==> config.mk <==
export PLATFORM = sky130hd
export DESIGN_NAME = adc_slot_seq
export DESIGN_NICKNAME = d
export VERILOG_FILES = /design/src/rtl/adc_seq_pkg.sv /design/src/rtl/adc_slot_timer.sv /design/src/rtl/adc_chan_rotator.sv /design/src/rtl/adc_sar_engine.sv /design/src/rtl/adc_result_tagger.sv /design/src/rtl/adc_slot_seq.sv
export SDC_FILE = /design/constraint.sdc
export NUM_CORES = 1
export LEC_CHECK = 0
export BUFFER_PORTS_ARGS = -buffer_cell sky130_fd_sc_hd__buf_2
export CORE_MARGIN = 4
export CORE_UTILIZATION = 23
export DETAILED_ROUTE_END_ITERATION = 10
export PLACE_DENSITY = 0.39
export REMOVE_ABC_BUFFERS = 1
export SLEW_MARGIN = 20
export SYNTH_ARGS = -nofsm -noshare
export SYNTH_HDL_FRONTEND = slang
export SYNTH_SLANG_ARGS = --single-unit
==> constraint.sdc <==
create_clock -name clk -period 1.64 [get_ports clk]
set_input_delay 0.328 -clock clk [delete_from_list [all_inputs] [get_ports clk]]
set_output_delay 0.328 -clock clk [all_outputs]
set_load 0.01 [all_outputs]
==> src/rtl/adc_seq_pkg.sv <==
// Shared types for the interleaved ADC slot sequencer.
package adc_seq_pkg;
    // Phase of the current slot as seen by the analog front end.
    typedef enum logic [1:0] {
        PH_IDLE    = 2'd0,
        PH_SAMPLE  = 2'd1,
        PH_CONVERT = 2'd2
    } phase_e;
endpackage

==> src/rtl/adc_slot_timer.sv <==
// Slot timer: counts cycles inside a slot and slots inside a frame.
// Assumes the enable input is synchronous; a low enable clears both counters
// in the next edge, while the phase output is forced idle combinationally.
module adc_slot_timer
    import adc_seq_pkg::*;
#(
    parameter int SAMPLE_CYC = 4,
    parameter int CONV_CYC   = 16,
    parameter int RES_BITS   = 12,
    parameter int NUM_SLOTS  = 8,
    localparam int SLOT_CYC  = SAMPLE_CYC + CONV_CYC,
    localparam int CW        = $clog2(SLOT_CYC),
    localparam int SW        = $clog2(NUM_SLOTS),
    localparam int BW        = $clog2(RES_BITS)
) (
    input  logic          clk,
    input  logic          rst_n,
    input  logic          enable,
    output phase_e        phase,
    output logic [SW-1:0] slot_idx,
    output logic          bit_valid,
    output logic [BW-1:0] bit_idx,
    output logic          sample_end,
    output logic          slot_last
);
    logic [CW-1:0] cyc_q;
    logic [SW-1:0] slot_q;
    logic [CW-1:0] conv_ofs;

    // Advance the cycle counter and wrap into the next slot of the frame.
    always_ff @(posedge clk) begin
        if (!rst_n || !enable) begin
            cyc_q  <= '0;
            slot_q <= '0;
        end else if (cyc_q == CW'(SLOT_CYC - 1)) begin
            cyc_q  <= '0;
            slot_q <= (slot_q == SW'(NUM_SLOTS - 1)) ? '0 : slot_q + 1'b1;
        end else begin
            cyc_q <= cyc_q + 1'b1;
        end
    end

    // Decode phase, bit-decision window and slot markers from the counters.
    always_comb begin
        conv_ofs   = cyc_q - CW'(SAMPLE_CYC);
        if (!enable)
            phase = PH_IDLE;
        else if (cyc_q < CW'(SAMPLE_CYC))
            phase = PH_SAMPLE;
        else
            phase = PH_CONVERT;
        bit_valid  = enable && (cyc_q >= CW'(SAMPLE_CYC))
                     && (cyc_q < CW'(SAMPLE_CYC + RES_BITS));
        bit_idx    = BW'(RES_BITS - 1) - BW'(conv_ofs);
        sample_end = enable && (cyc_q == CW'(SAMPLE_CYC - 1));
        slot_last  = enable && (cyc_q == CW'(SLOT_CYC - 1));
        slot_idx   = slot_q;
    end
endmodule

==> src/rtl/adc_chan_rotator.sv <==
// Channel rotator: maps the slot index to a channel code. Even slots visit
// the external inputs in ascending order, odd slots the internal channel.
// Assumes the frame holds exactly two slots per external input.
module adc_chan_rotator #(
    parameter int NUM_EXT   = 4,
    parameter int TAG_W     = 3,
    localparam int NUM_SLOTS = 2 * NUM_EXT,
    localparam int SW        = $clog2(NUM_SLOTS)
) (
    input  logic             enable,
    input  logic [SW-1:0]    slot_idx,
    output logic [TAG_W-1:0] chan_sel
);
    logic [TAG_W-1:0] slot_map [NUM_SLOTS];

    // Build the slot-to-channel map, one entry per slot of the frame.
    for (genvar s = 0; s < NUM_SLOTS; s++) begin : g_map
        if (s % 2 == 0) begin : g_ext
            assign slot_map[s] = TAG_W'(s / 2);
        end else begin : g_int
            assign slot_map[s] = TAG_W'(NUM_EXT);
        end
    end

    // Select the channel of the current slot, code 0 while idle.
    always_comb begin
        chan_sel = enable ? slot_map[slot_idx] : '0;
    end
endmodule

==> src/rtl/adc_sar_engine.sv <==
// Bit-serial successive-approximation register. Clears at the end of the
// sampling phase, then decides one bit per enabled bit cycle, MSB first.
// Assumes cmp_in is 1 when the held input is at or above dac_code.
module adc_sar_engine #(
    parameter int RES_BITS = 12,
    localparam int BW      = $clog2(RES_BITS)
) (
    input  logic                clk,
    input  logic                rst_n,
    input  logic                enable,
    input  logic                clear,
    input  logic                converting,
    input  logic                bit_valid,
    input  logic [BW-1:0]       bit_idx,
    input  logic                cmp_in,
    output logic [RES_BITS-1:0] dac_code,
    output logic [RES_BITS-1:0] result
);
    logic [RES_BITS-1:0] code_q;
    logic [RES_BITS-1:0] trial;

    // Form the trial code: decided bits plus the bit under test.
    always_comb begin
        trial = code_q | (RES_BITS'(1) << bit_idx);
        if (bit_valid)
            dac_code = trial;
        else if (converting)
            dac_code = code_q;
        else
            dac_code = '0;
        result = code_q;
    end

    // Keep the tested bit when the comparator accepts the trial.
    always_ff @(posedge clk) begin
        if (!rst_n || !enable)
            code_q <= '0;
        else if (clear)
            code_q <= '0;
        else if (bit_valid && cmp_in)
            code_q <= trial;
    end
endmodule

==> src/rtl/adc_result_tagger.sv <==
// Result tagger: latches the finished code and its channel on the last cycle
// of a slot and shows them for one cycle. Assumes the channel is stable for
// the slot. The pulse is masked at once when enable drops.
module adc_result_tagger #(
    parameter int RES_BITS = 12,
    parameter int TAG_W    = 3
) (
    input  logic                clk,
    input  logic                rst_n,
    input  logic                enable,
    input  logic                slot_last,
    input  logic [RES_BITS-1:0] result,
    input  logic [TAG_W-1:0]    chan,
    output logic                res_valid,
    output logic [RES_BITS-1:0] res_data,
    output logic [TAG_W-1:0]    res_tag
);
    logic valid_q;

    // Capture result and tag at slot end; the pulse lasts one cycle.
    always_ff @(posedge clk) begin
        if (!rst_n) begin
            valid_q  <= 1'b0;
            res_data <= '0;
            res_tag  <= '0;
        end else if (!enable) begin
            valid_q  <= 1'b0;
        end else begin
            valid_q <= slot_last;
            if (slot_last) begin
                res_data <= result;
                res_tag  <= chan;
            end
        end
    end

    // Mask the pulse in the cycle enable is removed.
    always_comb begin
        res_valid = valid_q && enable;
    end
endmodule

==> src/rtl/adc_slot_seq.sv <==
// Interleaved ADC slot sequencer top. Ties the slot timer, channel rotator,
// SAR engine and result tagger together. Assumes one clock domain, the
// converter clock, and a comparator answering within the same cycle.
module adc_slot_seq
    import adc_seq_pkg::*;
#(
    parameter int NUM_EXT    = 4,
    parameter int SAMPLE_CYC = 4,
    parameter int CONV_CYC   = 16,
    parameter int RES_BITS   = 12,
    parameter int TAG_W      = 3,
    localparam int NUM_SLOTS = 2 * NUM_EXT,
    localparam int SW        = $clog2(NUM_SLOTS),
    localparam int BW        = $clog2(RES_BITS)
) (
    input  logic                clk,
    input  logic                rst_n,
    input  logic                enable,
    input  logic                cmp_in,
    output logic [TAG_W-1:0]    chan_sel,
    output logic                sample_hold,
    output logic                conv_active,
    output logic [RES_BITS-1:0] dac_code,
    output logic                res_valid,
    output logic [RES_BITS-1:0] res_data,
    output logic [TAG_W-1:0]    res_tag
);
    phase_e              phase;
    logic [SW-1:0]       slot_idx;
    logic                bit_valid;
    logic [BW-1:0]       bit_idx;
    logic                sample_end;
    logic                slot_last;
    logic [RES_BITS-1:0] sar_result;

    adc_slot_timer #(
        .SAMPLE_CYC (SAMPLE_CYC),
        .CONV_CYC   (CONV_CYC),
        .RES_BITS   (RES_BITS),
        .NUM_SLOTS  (NUM_SLOTS)
    ) u_timer (
        .clk        (clk),
        .rst_n      (rst_n),
        .enable     (enable),
        .phase      (phase),
        .slot_idx   (slot_idx),
        .bit_valid  (bit_valid),
        .bit_idx    (bit_idx),
        .sample_end (sample_end),
        .slot_last  (slot_last)
    );

    adc_chan_rotator #(
        .NUM_EXT  (NUM_EXT),
        .TAG_W    (TAG_W)
    ) u_rotator (
        .enable   (enable),
        .slot_idx (slot_idx),
        .chan_sel (chan_sel)
    );

    // Drive the analog phase controls from the decoded phase.
    always_comb begin
        sample_hold = (phase == PH_SAMPLE);
        conv_active = (phase == PH_CONVERT);
    end

    adc_sar_engine #(
        .RES_BITS   (RES_BITS)
    ) u_sar (
        .clk        (clk),
        .rst_n      (rst_n),
        .enable     (enable),
        .clear      (sample_end),
        .converting (conv_active),
        .bit_valid  (bit_valid),
        .bit_idx    (bit_idx),
        .cmp_in     (cmp_in),
        .dac_code   (dac_code),
        .result     (sar_result)
    );

    adc_result_tagger #(
        .RES_BITS  (RES_BITS),
        .TAG_W     (TAG_W)
    ) u_tagger (
        .clk       (clk),
        .rst_n     (rst_n),
        .enable    (enable),
        .slot_last (slot_last),
        .result    (sar_result),
        .chan      (chan_sel),
        .res_valid (res_valid),
        .res_data  (res_data),
        .res_tag   (res_tag)
    );
endmodule

# After elaboration in Yosys (flattened, before gate mapping)
# Memory sizes are Yosys's and may differ from the RTL's.
# Index checks and enable logic that the tools add are counted.
[classes] n_lt_le_gt_ge=4 add_sub_neg=4 div=0 bitwise_logic=2 n_reduce_logical=13 n_mul=0 eq_ne=5 shifts=1 n_mux=8
[ops] cell="2-to-1 mux 12 bit" n=2
[ops] cell="2-to-1 mux 3 bit" n=4
[ops] cell="bitwise OR 12 bit" n=1
[ops] cell="<< shifter 1 x 4 -> 12 bit, first input constant" n=1
[ops] cell="logical AND 1 bit" n=6
[ops] cell="adder 5 x 1 -> 5 bit, second input constant" n=1
[ops] cell="== test 5 x 2 -> 1 bit, second input constant" n=1
[ops] cell="== test 5 bit, second input constant" n=1
[ops] cell=">= comparator 5 x 3 -> 1 bit, second input constant" n=1
[ops] cell="< comparator 5 x 3 -> 1 bit, second input constant" n=1
[ops] cell="< comparator 5 bit, second input constant" n=1
[ops] cell=">= comparator 4 bit, second input constant" n=1
[ops] cell="2-to-1 mux 2 bit" n=2
[ops] cell="inverter 3 -> 4 bit" n=1
[ops] cell="AND reduction 2 bit" n=2
[ops] cell="OR reduction 2 bit" n=2
[ops] cell="subtractor 4 x 3 -> 4 bit, second input constant" n=1
[ops] cell="subtractor 4 bit, first input constant" n=1
[ops] cell="adder 3 x 1 -> 3 bit, second input constant" n=1
[ops] cell="== test 3 bit, second input constant" n=1
[ops] cell="== test 2 x 1 -> 1 bit, second input constant" n=1
[ops] cell="== test 2 bit, second input constant" n=1
[ops] cell="logical NOT 1 bit" n=2
[ops] cell="logical OR 1 bit" n=1
[word_totals] regBits=36 ram_bits=0 mem_count=1 rom_bits=24 input_bits=4 output_inout_bits=33 elab_cells=44 latch_bits=0
[memory_table] memory="(no name shown)" words=8 word_bits=3 rd=1 rd_ports_with_merged_regs=0 wr=0 line="adc_chan_rotator.sv:27" source="chan_sel = enable ? slot_map[slot_idx] : '0;"

# Logic depth before layout (Yosys ltp)
# Gate-level depths: netlist (run 1).
[depth] ltp_word=6 ltp_mapped=5 mapped_depth_nobuf=5

# By module
# Synthesis (run 1) repeated with hierarchy kept, for this count alone.
[hier_totals] cells_unflattened=199 area_unflattened_um2=1685.4
[modules_own_cells] mod="adc_result_tagger" n_inst=1 area_per_inst_um2=658.1 cells_per_inst=72 seq_area_each_um2=320.3
[modules_own_cells] mod="adc_sar_engine" n_inst=1 area_per_inst_um2=564.3 cells_per_inst=75 seq_area_each_um2=240.2
[modules_own_cells] mod="adc_slot_timer" n_inst=1 area_per_inst_um2=422.9 cells_per_inst=47 seq_area_each_um2=160.2
[modules_own_cells] mod="adc_chan_rotator" n_inst=1 area_per_inst_um2=25.0 cells_per_inst=3 seq_area_each_um2=0.0
[modules_own_cells] mod="adc_slot_seq" n_inst=1 area_per_inst_um2=15.0 cells_per_inst=2 seq_area_each_um2=0.0

# Worst setup path before layout (run 1)
# No wires, ideal clock.
[synth_timing] path_type="register to output" start="register u_timer.cyc_q[2]" end="output dac_code[4]" path_stages_with_launch=6 t_required_ns=1.312 setup_slack_ns=0.140 arrival_ns=1.172 path_buffers=1 cell_sequence="dfxtp_1 > buf_1 > inv_1 > ha_1 > a21oi_1 > nor2_1"
[synth_via] elab_chain_cells=6 elab_cells_between_ends=14 cone_classes="add/sub: 2; order compare: 3; eq/ne: 1; shift: 1; mux: 4; bitwise: 1; reduce/logical: 2"
[synth_lines] item="start: declaration" line="adc_slot_timer.sv:26" source="logic [CW-1:0] cyc_q;"
[synth_lines] item="start signal: assignment" line="adc_slot_timer.sv:39" source="cyc_q <= cyc_q + 1'b1;"
[synth_lines] item="branches (longest 5 deep; another with subtractor 4 x 3 -> 4 bit)"
[synth_lines] item="2-to-1 mux 12 bit (*)" line="adc_sar_engine.sv:25" source="if (bit_valid)"
[synth_lines] item="end: declaration" line="adc_slot_seq.sv:23" source="output logic [RES_BITS-1:0] dac_code,"
# Every way passes the cells marked *.

# Final worst setup path (run 1)
[layout_timing] start="register u_timer.cyc_q[4]" end="output dac_code[1]"
[layout_via] elab_chain_cells=6 elab_cells_between_ends=10 cone_classes="order compare: 3; eq/ne: 1; mux: 4; reduce/logical: 2"
[layout_lines] item="< comparator 5 x 3 -> 1 bit" line="adc_slot_timer.sv:48" source="else if (cyc_q < CW'(SAMPLE_CYC))"
[layout_lines] item="2-to-1 mux 2 bit" line="adc_slot_timer.sv:48"
[layout_lines] item="2-to-1 mux 2 bit" line="adc_slot_timer.sv:46" source="if (!enable)"
[layout_lines] item="== test 2 bit" line="adc_slot_seq.sv:65" source="conv_active = (phase == PH_CONVERT);"
[layout_lines] item="2-to-1 mux 12 bit" line="adc_sar_engine.sv:27" source="else if (converting)"
[layout_lines] item="2-to-1 mux 12 bit (*)" line="adc_sar_engine.sv:25"
# Every way passes the cells marked *; elsewhere a longest branch is shown, timed or not.

==> out/metrics.yaml, run 1 <==
worst_setup_path:
  critPathLaunchType: "register"
  r2r_start: "u_timer.cyc_q[2]$_SDFF_PP0_"
  startpoint: "u_timer.cyc_q[4]$_SDFF_PP0_"
  crit_type: "register to output port"
  endpoint_kind: "output port"
  cp.arrival_ps: 1330
  crit_path_max_fanout: 7
  critPathRequiredTime_ps: 1310
yosys:
  syn-cell-area_sq_um: 1670
  ys.flop_type: "dfxtp_1"
  yosys-top-cells-count: "36 x dfxtp_1, 33 x nor2_1, 21 x nand2_1, 15 x a21oi_1"
  synthCells: 201
  synth_seq_cells: 36
  async_flop_share_pct: 0
  ys_seq_area_share_pct: 43.3
  syn_area_per_cell_sq_um: 8.29
  synth_area_leaders: "dfxtp_1 43%, nor2_1 7.4%, ha_1 6.8%"
  netlist.area_leader.share_pct: 43.3
  yosys_warnings: 0
  yosys.area.top_type: "dfxtp_1"
  synth_cell_types: 33
  yosysMostFrequentCell: "dfxtp_1"
  synth_edf_count: 0
power_and_ir_drop:
  netSwitchingFraction_pct: 24.9
  p_leak_nw: 0.986
  combPwrFrac_pct: 6.5
  power_density_nw_per_um2: 674
  p_switching_mw: 0.404
  peakVddDrop_uv: 200
  p_clk_share_pct: 39.4
  internal-power_mw: 1.22
  p_total_mw: 1.62
  p_seq_share_pct: 54.0
global_route:
  track_usage_pct: 11.6
  grt_pass1_wl_microns: 7870
  gr-total-overflow: 0
  grt_pass1_vias: 1571
  grt_antenna_before_repair: 0
  grt_max_degree: 22
die:
  io_pins: 37
  die_y_microns: 93.1
  rows: 30
  start_util_pct: 24.1
  die_w_microns: 93.1
  design.core.area_sq_um: 6910
  dieArea_sq_um: 8670
sta:
  setup_slack_ps: -22.0
  worstMarginPinSlew_ps: 290
  clock_skew_ps: 16.6
  slew_headroom_pct: 80.6
  setup_tns_ps: -56.2
  timing.final.hold_violations: 0
  finalCriticalPeriod_ps: 1660
  holdWs_ps: 448
  drv_slew: 0
  setup_viol: 4
  clock.fmax_mhz: 602
  post-route-period-util_pct: 101
  rsz0062_at_grt: "yes"
drt:
  drt-initial-drc-count: 64
  num_vias: 1598
  first_pass_iters: 4
  drc_errors: 0
  wl_per_cell_microns: 13.4
  final_antenna_net_count: 0
  drt-total-wl_microns: 4770
  viasPerCell: 4.50
placed_design:
  io_buffers: 36
  dpl_cell_area_sq_um: 2030
  gp_congestion: 0.716
  hpwl_microns: 3440
  dp_cells: 337
cells_and_area:
  multi_input_area_sq_um: 997
  register_area_sq_um: 739
  final_cells: 355
  n_fill_cell: 766
  antenna_cells: 0
  drive_gt1_share_pct: 41.7
  nets: 271
  postLayoutCellArea_sq_um: 2400
  syn2layout_area_growth_pct: 44.3
min_path:
  hp-start: "u_tagger.res_data[11]$_SDFFE_PN0P_"
  min_path_type: "register to register"
outcome:
  status: "complete, but fails checks"
  violations: "negative setup slack"
clock_network:
  ctsRootBufferMaster: "clkbuf_8"
  cts_sinks: 36
  cts.path.max_buffers: 2
  cts_tree: "built"
  clk-insertion-delay-late_ps: 290
  clk_pin_slew_ps: 80
  htreeDepth: 2
  cts_buffers: 5
flow_run:
  cap_violations: 0
power by group through the flow:
| stage | registers [mW] | clock network [mW] | logic, mW |
|---|---|---|---|
| finish | 0.875 | 0.638 | 0.106 |
| CTS | 0.875 | 0.663 | 0.0974 |
| floorplan | 0.899 | 0 | 0.0289 |
| global placement | 0.899 | 0 | 0.0839 |
| detailed placement | 0.899 | 0 | 0.0816 |
| global route | 0.876 | 0.698 | 0.116 |
cells in the final DEF (no fill, tap or decap), types with 3 or more instances in the layout:
| cell | instances |
|---|---|
| buf_2 | 35 |
| dfxtp_1 | 31 |
| nor2_1 | 28 |
| buf_4 | 22 |
| nand2_1 | 21 |
| nand4_1 | 14 |
| o21ai_0 | 13 |
| a31oi_1 | 10 |
| a21oi_2 | 8 |
| a21oi_1 | 7 |
| buf_6 | 7 |
| ha_4 | 6 |
| clkbuf_8 | 5 |
| dfxtp_4 | 5 |
| and2_1 | 3 |
| inv_1 | 3 |
| nor2_2 | 3 |
| inv_2 | 3 |
| o22ai_1 | 3 |
| mux2i_1 | 3 |
| ha_1 | 3 |
cells by family (layout without fill, tap and decap cells):
kind of cell / count (synthesis) / in the layout / synth area share (%)
and+or+nand+nor: 86 / 86 / 26.0
AOI/OAI and AO/OA: 44 / 44 / 15.0
DFF: 36 / 36 / 43.3
buffers and inverters: 21 / 79 / 6.16
adders and majority gates: 9 / 9 / 6.76
muxes: 3 / 3 / 1.80
xor gates and xnor gates: 2 / 2 / 1.05
state kept, by name, indices dropped and copies added, names as in the netlist:
signal,flops
u_sar.result,12
u_tagger.res_data,12
u_tagger.res_tag,3
u_tagger.valid_q,1
u_timer.cyc_q,5
u_timer.slot_idx,3
worst paths after layout:
path                            cells past startpoint                                  to  slack (ps)
worst max-delay path                                4                         dac_code[1]         -20
worst min-delay path                                2  u_tagger.res_data[11]$_SDFFE_PN0P_         450
worst max register to register                      7   u_tagger.res_data[0]$_SDFFE_PN0P_         110
worst min register to register                      2  u_tagger.res_data[11]$_SDFFE_PN0P_         450
cell type report:
cell class	count	share of cell area (%)
Timing Repair Buffer	65	18.3
Multi-Input combinational cell	144	41.5
Inverter	6	0.937
Clock inverter	1	0.364
Tap cell	96	5.00
Clock buffer	7	3.18
Sequential cell	36	30.8
through the flow:
stage | util (%) | setup slack, ps
floorplan | - | 1.35
global placement | 29.4 | 55.7
detailed placement | 29.4 | -4.68
CTS | 33.3 | -34.5
global route | 34.8 | -96.5
finish | 34.8 | -22.0
repair_timing:
item,CTS,global route
endpoints found under the setup margin,16,22
buffers inserted,7,3
resized for setup,33,21
hold buffers,0,0
pin swaps,7,9
critical path, cell delays in order (launching register included):
cell	delay [ps]
dfxtp_4	380
and2b_2	270
a21oi_2	60
o22ai_1	170
buf_2	170
layer usage:
| layer | up-vias | part of all wire (%) | global-route usage, % |
|---|---|---|---|
| met5 | - | 0 | 0 |
| met4 | 0 | 1.8 | 4.76 |
| met3 | 10 | 3.8 | 2.41 |
| met2 | 36 | 45 | 18.5 |
| met1 | 740 | 49 | 15.2 |
| li1 | 812 | - | - |
No activity file was read; power rests on OpenSTA's default activity.
==> run 2, diff against run 1 <==
==> constraint.sdc (replaced) <==
create_clock -name clk -period 1.8 [get_ports clk]
set_input_delay 0.36 -clock clk [delete_from_list [all_inputs] [get_ports clk]]
set_output_delay 0.36 -clock clk [all_outputs]
set_load 0.01 [all_outputs]
==> run 2 against run 1 <==
  * The run now ends clean
  * Flip-flop and latch count unchanged
  * Utilization decreased by 4.2 points
  * Clock power down 7.2%
  * Setup slack better by 66 ps
  * Die area is the same
  * Hold slack improved by 4.2 ps
  * Critical endpoint unchanged
==> out/metrics.yaml, run 2 (synthesis gave the netlist of run 1 again) <==
outcome:
  status: "complete, no violations"
clock_network:
  htreeDepth: 2  # unchanged
  cts.path.max_buffers: 2  # unchanged
  cts_tree: "built"
  ctsRootBufferMaster: "clkbuf_8"
  cts_hold_repair.buffers: 0  # unchanged
  cts_buffers: 5  # unchanged
  clk-insertion-delay-late_ps: 280  # about the same
  clk_pin_slew_ps: 70  # about the same
  post_cts_buffers: 0  # -7
  cts_sinks: 36  # unchanged
die:
  dieArea_sq_um: 8670  # unchanged
  rows: 30  # unchanged
  start_util_pct: 24.1  # unchanged
  die_w_microns: 93.1  # unchanged
  die_y_microns: 93.1  # unchanged
  design.core.area_sq_um: 6910  # unchanged
  io_pins: 37  # unchanged
worst_setup_path:
  critPathLaunchType: "register"
  crit_type: "register to output port"
  cp.arrival_ps: 1400  # +70 ps
  r2r_setup_slack_ps: 350  # +240 ps
  worst-r2r-cell-count: 4  # -3
  crit_chain: "inv_1, ha_2, a21oi_1, o22ai_1, buf_2"
  crit_path_max_fanout: 6  # -1
  cp_slowest_stage_delay_ps: 350  # -30 ps
  crit_path_top_delay_cell: "dfxtp_2"
  critPathRequiredTime_ps: 1440  # +130 ps
  endpoint_kind: "output port"
cells_and_area:
  syn2layout_area_growth_pct: 26.9
  nets: 254  # -6.3%
  n_fill_cell: 791  # +3.3%
  drive_gt1_share_pct: 29.8  # -12 points
  final_cell_mix: "36 x buf_2, 32 x nor2_1, 31 x dfxtp_1, 21 x nand2_1, 15 x a21oi_1"
  antenna_cells: 0  # unchanged
  final_common_cell: "buf_2"
  final_cells: 338  # -4.8%
placed_design:
  hpwl_microns: 3280  # -4.8%
  place_ws_ps: 202  # +207 ps
  gp_congestion: 0.704  # -1.7%
  dp_cells: 330  # -2.1%
  io_buffers: 36  # unchanged
sta:
  finalCriticalPeriod_ps: 1760
  post-route-period-util_pct: 97.5
  drv_slew: 0  # unchanged
  setup_viol: 0  # -4
  timing.final.hold_violations: 0  # unchanged
  worstMarginPinSlew_ps: 300  # +9.50 ps
  clock.fmax_mhz: 570
  rsz0062_at_grt: "yes"
  setup_slack_ps: 44.3  # +66.3 ps
  slew_headroom_pct: 79.7  # -0.89 points
  clock_skew_ps: 9.77  # -6.87 ps
drt:
  drt-total-wl_microns: 4590  # -3.8%
  drt-initial-drc-count: 88  # +38%
  final_antenna_net_count: 0  # unchanged
  viasPerCell: 4.42  # -1.8%
  wl_met3_microns: 245  # +34%
  drc_errors: 0  # unchanged
  top_layer_used: "met4"
  wl_met2_microns: 2150  # about the same
  first_pass_iters: 4  # unchanged
  wl_per_cell_microns: 13.6  # +1.1%
  wl_met1_microns: 2150  # -8.6%
  num_vias: 1494  # -6.5%
global_route:
  gr-total-overflow: 0  # unchanged
  grt_antenna_before_repair: 0  # unchanged
  grt_max_degree: 23  # +4.5%
  grt_pass1_vias: 1469  # -6.5%
  grt_pass1_wl_microns: 7450  # -5.4%
  track_usage_pct: 10.9  # -0.74 points
min_path:
  holdPathStages: 2  # unchanged
  min_path_type: "register to register"
flow_run:
  cap_violations: 0  # unchanged
power_and_ir_drop:
  power_density_nw_per_um2: 691  # +2.6%
  peakVddDrop_uv: 242  # +21%
  p_leak_nw: 0.866  # -12%
==> run 2: metal layers <==
layer	up-vias	track usage, %
li1	778	-
met1	676	13.4
met2	35	18.7
met3	5	3.14
met4	0	2.56
met5	-	0
==> run 2: final cells by class <==
| class | count | area [sq um] | area share, % |
|---|---|---|---|
| clock buffers | 8 | 90.1 | 4.26 |
| flip-flops and latches | 36 | 734 | 34.8 |
| inverters | 6 | 22.5 | 1.07 |
| multi-input cells | 144 | 876 | 41.4 |
| well taps | 96 | 120 | 5.68 |
| repair buffers | 48 | 270 | 12.8 |
==> run 2: power by group <==
part	leakage, nW	switching (mW)	total (mW)	internal, mW
Clock	0.0455	0.280	0.592	0.312
Combinational	0.527	0.0493	0.0704	0.0211
Sequential	0.293	0.00402	0.798	0.794
==> run 2: critical path, delay by kind of cell, from the launching register on <==
kind | cells | cell delay, ps
flip-flops | 1 | 350
AO/OA/AOI/OAI | 2 | 270
buffers and inverters | 2 | 250
adder cells (fa/ha/maj) | 1 | 240
==> run 2: timing repair <==
action,in CTS,in global routing
hold endpoints to repair,0,0
gates cloned,0,0
resized for setup,8,8
setup endpoints to repair,13,13
==> run 2: worst paths after layout <==
check                                          from                                 to
setup / recovery        u_timer.cyc_q[0]$_SDFF_PP0_                        dac_code[1]
hold / removal    u_tagger.res_data[7]$_SDFFE_PN0P_  u_tagger.res_data[7]$_SDFFE_PN0P_
setup reg to reg        u_timer.cyc_q[0]$_SDFF_PP0_       u_sar.result[2]$_SDFFE_PP0P_
hold reg to reg   u_tagger.res_data[7]$_SDFFE_PN0P_  u_tagger.res_data[7]$_SDFFE_PN0P_
==> run 2: through the flow <==
step / hold slack [ps] / cell area [sq um] / total power [mW] / setup TNS, ps / utilization [%]
2_1_floorplan: 445 / 1590 / 0.845 / 0 / -
3_3_place_gp: 445 / 1980 / 0.890 / 0 / 28.6
3_5_place_dp: 450 / 1980 / 0.889 / 0 / 28.6
4_1_cts: 455 / 2080 / 1.50 / -20.3 / 30.1
5_1_grt: 469 / 2110 / 1.53 / -85.7 / 30.6
6_report: 452 / 2110 / 1.46 / 0 / 30.6
==> run 3, diff against run 2 <==
--- a/config.mk
+++ b/config.mk
@@ -10,6 +10,7 @@
 export CORE_UTILIZATION = 23
 export DETAILED_ROUTE_END_ITERATION = 10
 export PLACE_DENSITY = 0.39
+export RECOVER_POWER = 50
 export REMOVE_ABC_BUFFERS = 1
 export SLEW_MARGIN = 20
 export SYNTH_ARGS = -nofsm -noshare
==> run 3 against run 2 <==
  * Flip-flop and latch count stayed put
  * Combinational power barely moved
  * Setup slack barely moved
  * Sequential share of layout area is 0.37 points higher
  * Highest routed layer unchanged
  * Largest power group unchanged
  * Sequential power about the same
  * Via count is 0.27% lower
  * Clock skew barely moved
  * First-iteration DRC count grew 31%
  * Non-clock buffer count stayed put
  * Hold slack better by 3.0 ps
  * Critical path type unchanged
  * Global-route usage unchanged
==> out/metrics.yaml, run 3 (synthesis gave the netlist of run 1 again) <==
outcome:
  status: "complete, no violations"
sta:
  worstMarginPinSlew_ps: 663  # +363 ps
  setup_viol: 0  # unchanged
  timing.final.hold_violations: 0  # unchanged
  post-route-period-util_pct: 97.6  # about the same
  clock_skew_ps: 9.81  # +0.0392 ps
  drv_slew: 0  # unchanged
  rsz0062_at_grt: "yes"
  finalCriticalPeriod_ps: 1760  # +0.373 ps
  slew_headroom_pct: 55.8  # -24 points
  setup_tns_ps: 0  # unchanged
  clock.fmax_mhz: 569  # about the same
  setup_slack_ps: 43.9  # -0.373 ps
placed_design:
  dpl_cell_area_sq_um: 1980  # unchanged
  gp_congestion: 0.704  # unchanged
  hpwl_microns: 3280  # unchanged
  io_buffers: 36  # unchanged
  place_ws_ps: 202  # unchanged
cells_and_area:
  nets: 254  # unchanged
  syn2layout_area_growth_pct: 25.5
  final_common_cell: "nor2_1"
  postLayoutCellArea_sq_um: 2090  # -1.1%
  drive_gt1_share_pct: 23.1  # -6.6 points
  antenna_cells: 0  # unchanged
  utilization_pct: 30.3  # -0.33 points
  final_cell_mix: "32 x nor2_1, 31 x dfxtp_1, 21 x nand2_1, 21 x buf_2, 18 x clkbuf_1"
global_route:
  grt_pass1_vias: 1469  # unchanged
  gr-total-overflow: 0  # unchanged
  grt_pass1_wl_microns: 7450  # unchanged
  grt_busiest_layer: "met2"
  grt_max_degree: 23  # unchanged
  track_usage_pct: 10.9  # unchanged
  grtUsageMet1_pct: 13.4  # unchanged
  grt_antenna_before_repair: 0  # unchanged
  gr-usage-met3_pct: 3.14  # unchanged
  grt_use_met2_pct: 18.7  # unchanged
clock_network:
  clk_pin_slew_ps: 70  # about the same
  cts_sinks: 36  # unchanged
  ctsRootBufferMaster: "clkbuf_8"
  htreeDepth: 2  # unchanged
  cts_buffers: 5  # unchanged
  clk-insertion-delay-late_ps: 280  # about the same
  cts_tree: "built"
  cts.path.max_buffers: 2  # unchanged
worst_setup_path:
  critPathRequiredTime_ps: 1440  # about the same
  cp.arrival_ps: 1400  # about the same
  critPathLaunchType: "register"
  crit_type: "register to output port"
  endpoint_kind: "output port"
  crit_path_max_fanout: 6  # unchanged
die:
  dieArea_sq_um: 8670  # unchanged
  die_y_microns: 93.1  # unchanged
  start_util_pct: 24.1  # unchanged
  design.core.area_sq_um: 6910  # unchanged
  die_w_microns: 93.1  # unchanged
  io_pins: 37  # unchanged
  rows: 30  # unchanged
power_and_ir_drop:
  power_density_nw_per_um2: 699  # +1.1%
  p_total_mw: 1.46  # about the same
  peakVddDrop_uv: 242  # +0.11%
  p_leak_nw: 0.795  # -8.2%
drt:
  viasPerCell: 4.41  # -0.27%
  final_antenna_net_count: 0  # unchanged
  drt-total-wl_microns: 4630  # +1.0%
  num_vias: 1490  # -0.27%
  drc_errors: 0  # unchanged
  first_pass_iters: 4  # unchanged
  drt-initial-drc-count: 115  # +31%
  wl_per_cell_microns: 13.7  # +1.0%
flow_run:
  cap_violations: 0  # unchanged
min_path:
  min_path_type: "register to register"
==> run 3: cell types whose count changed in the layout (fill, tap and decap cells not counted), sizes merged <==
cell and change:
clkbuf +16, buf -16
==> run 3: where the power goes <==
part / internal [mW] / switching [mW] / leakage (nW)
registers: 0.794 / 0.00405 / 0.293
clock network: 0.312 / 0.280 / 0.0455
logic: 0.0211 / 0.0492 / 0.457
total: 1.13 / 0.334 / 0.795
==> run 3: area by class of cell <==
type	instances	area [sq um]
fill	796	4820
clock buffer	8	90.1
timing repair buffer	48	248
sequential	36	734
tap	96	120
inverter	6	22.5
multi-input combinational	144	876
==> run 3: stage by stage <==
stage / hold WS (ps) / cells
floorplan: 445 / 186
global placement: 445 / 330
detailed placement: 450 / 330
CTS: 455 / 338
global route: 471 / 338
finish: 455 / 338
==> run 3: worst paths after layout <==
check / start / endpoint / slack [ps] / depth (start not counted)
worst max-delay path: u_timer.cyc_q[0]$_SDFF_PP0_ / dac_code[1] / 40 / 5
worst min register to register: u_tagger.res_data[7]$_SDFFE_PN0P_ / u_tagger.res_data[7]$_SDFFE_PN0P_ / 460 / 2
worst min-delay path: u_tagger.res_data[7]$_SDFFE_PN0P_ / u_tagger.res_data[7]$_SDFFE_PN0P_ / 460 / 2
worst max register to register: u_timer.cyc_q[0]$_SDFF_PP0_ / u_tagger.res_data[3]$_SDFFE_PN0P_ / 130 / 5
==> run 3: routing by layer <==
metal / vias to the layer above / wire length (microns)
met5: - / 0
met4: 0 / 48
met3: 5 / 246
met2: 33 / 2160
met1: 676 / 2180
li1: 776 / -
==> run 3: timing repair <==
action	CTS	global route
setup buffers	0	0
gates resized for setup	8	8
endpoints found under the hold margin	0	0
setup endpoints to repair	13	13
hold buffers	0	0
==> run 3: worst max-delay path: stages (launching register included) <==
cell     delay, ps
dfxtp_2        350
inv_1           90
ha_2           240
a21oi_1         80
o22ai_1        190
buf_2          160
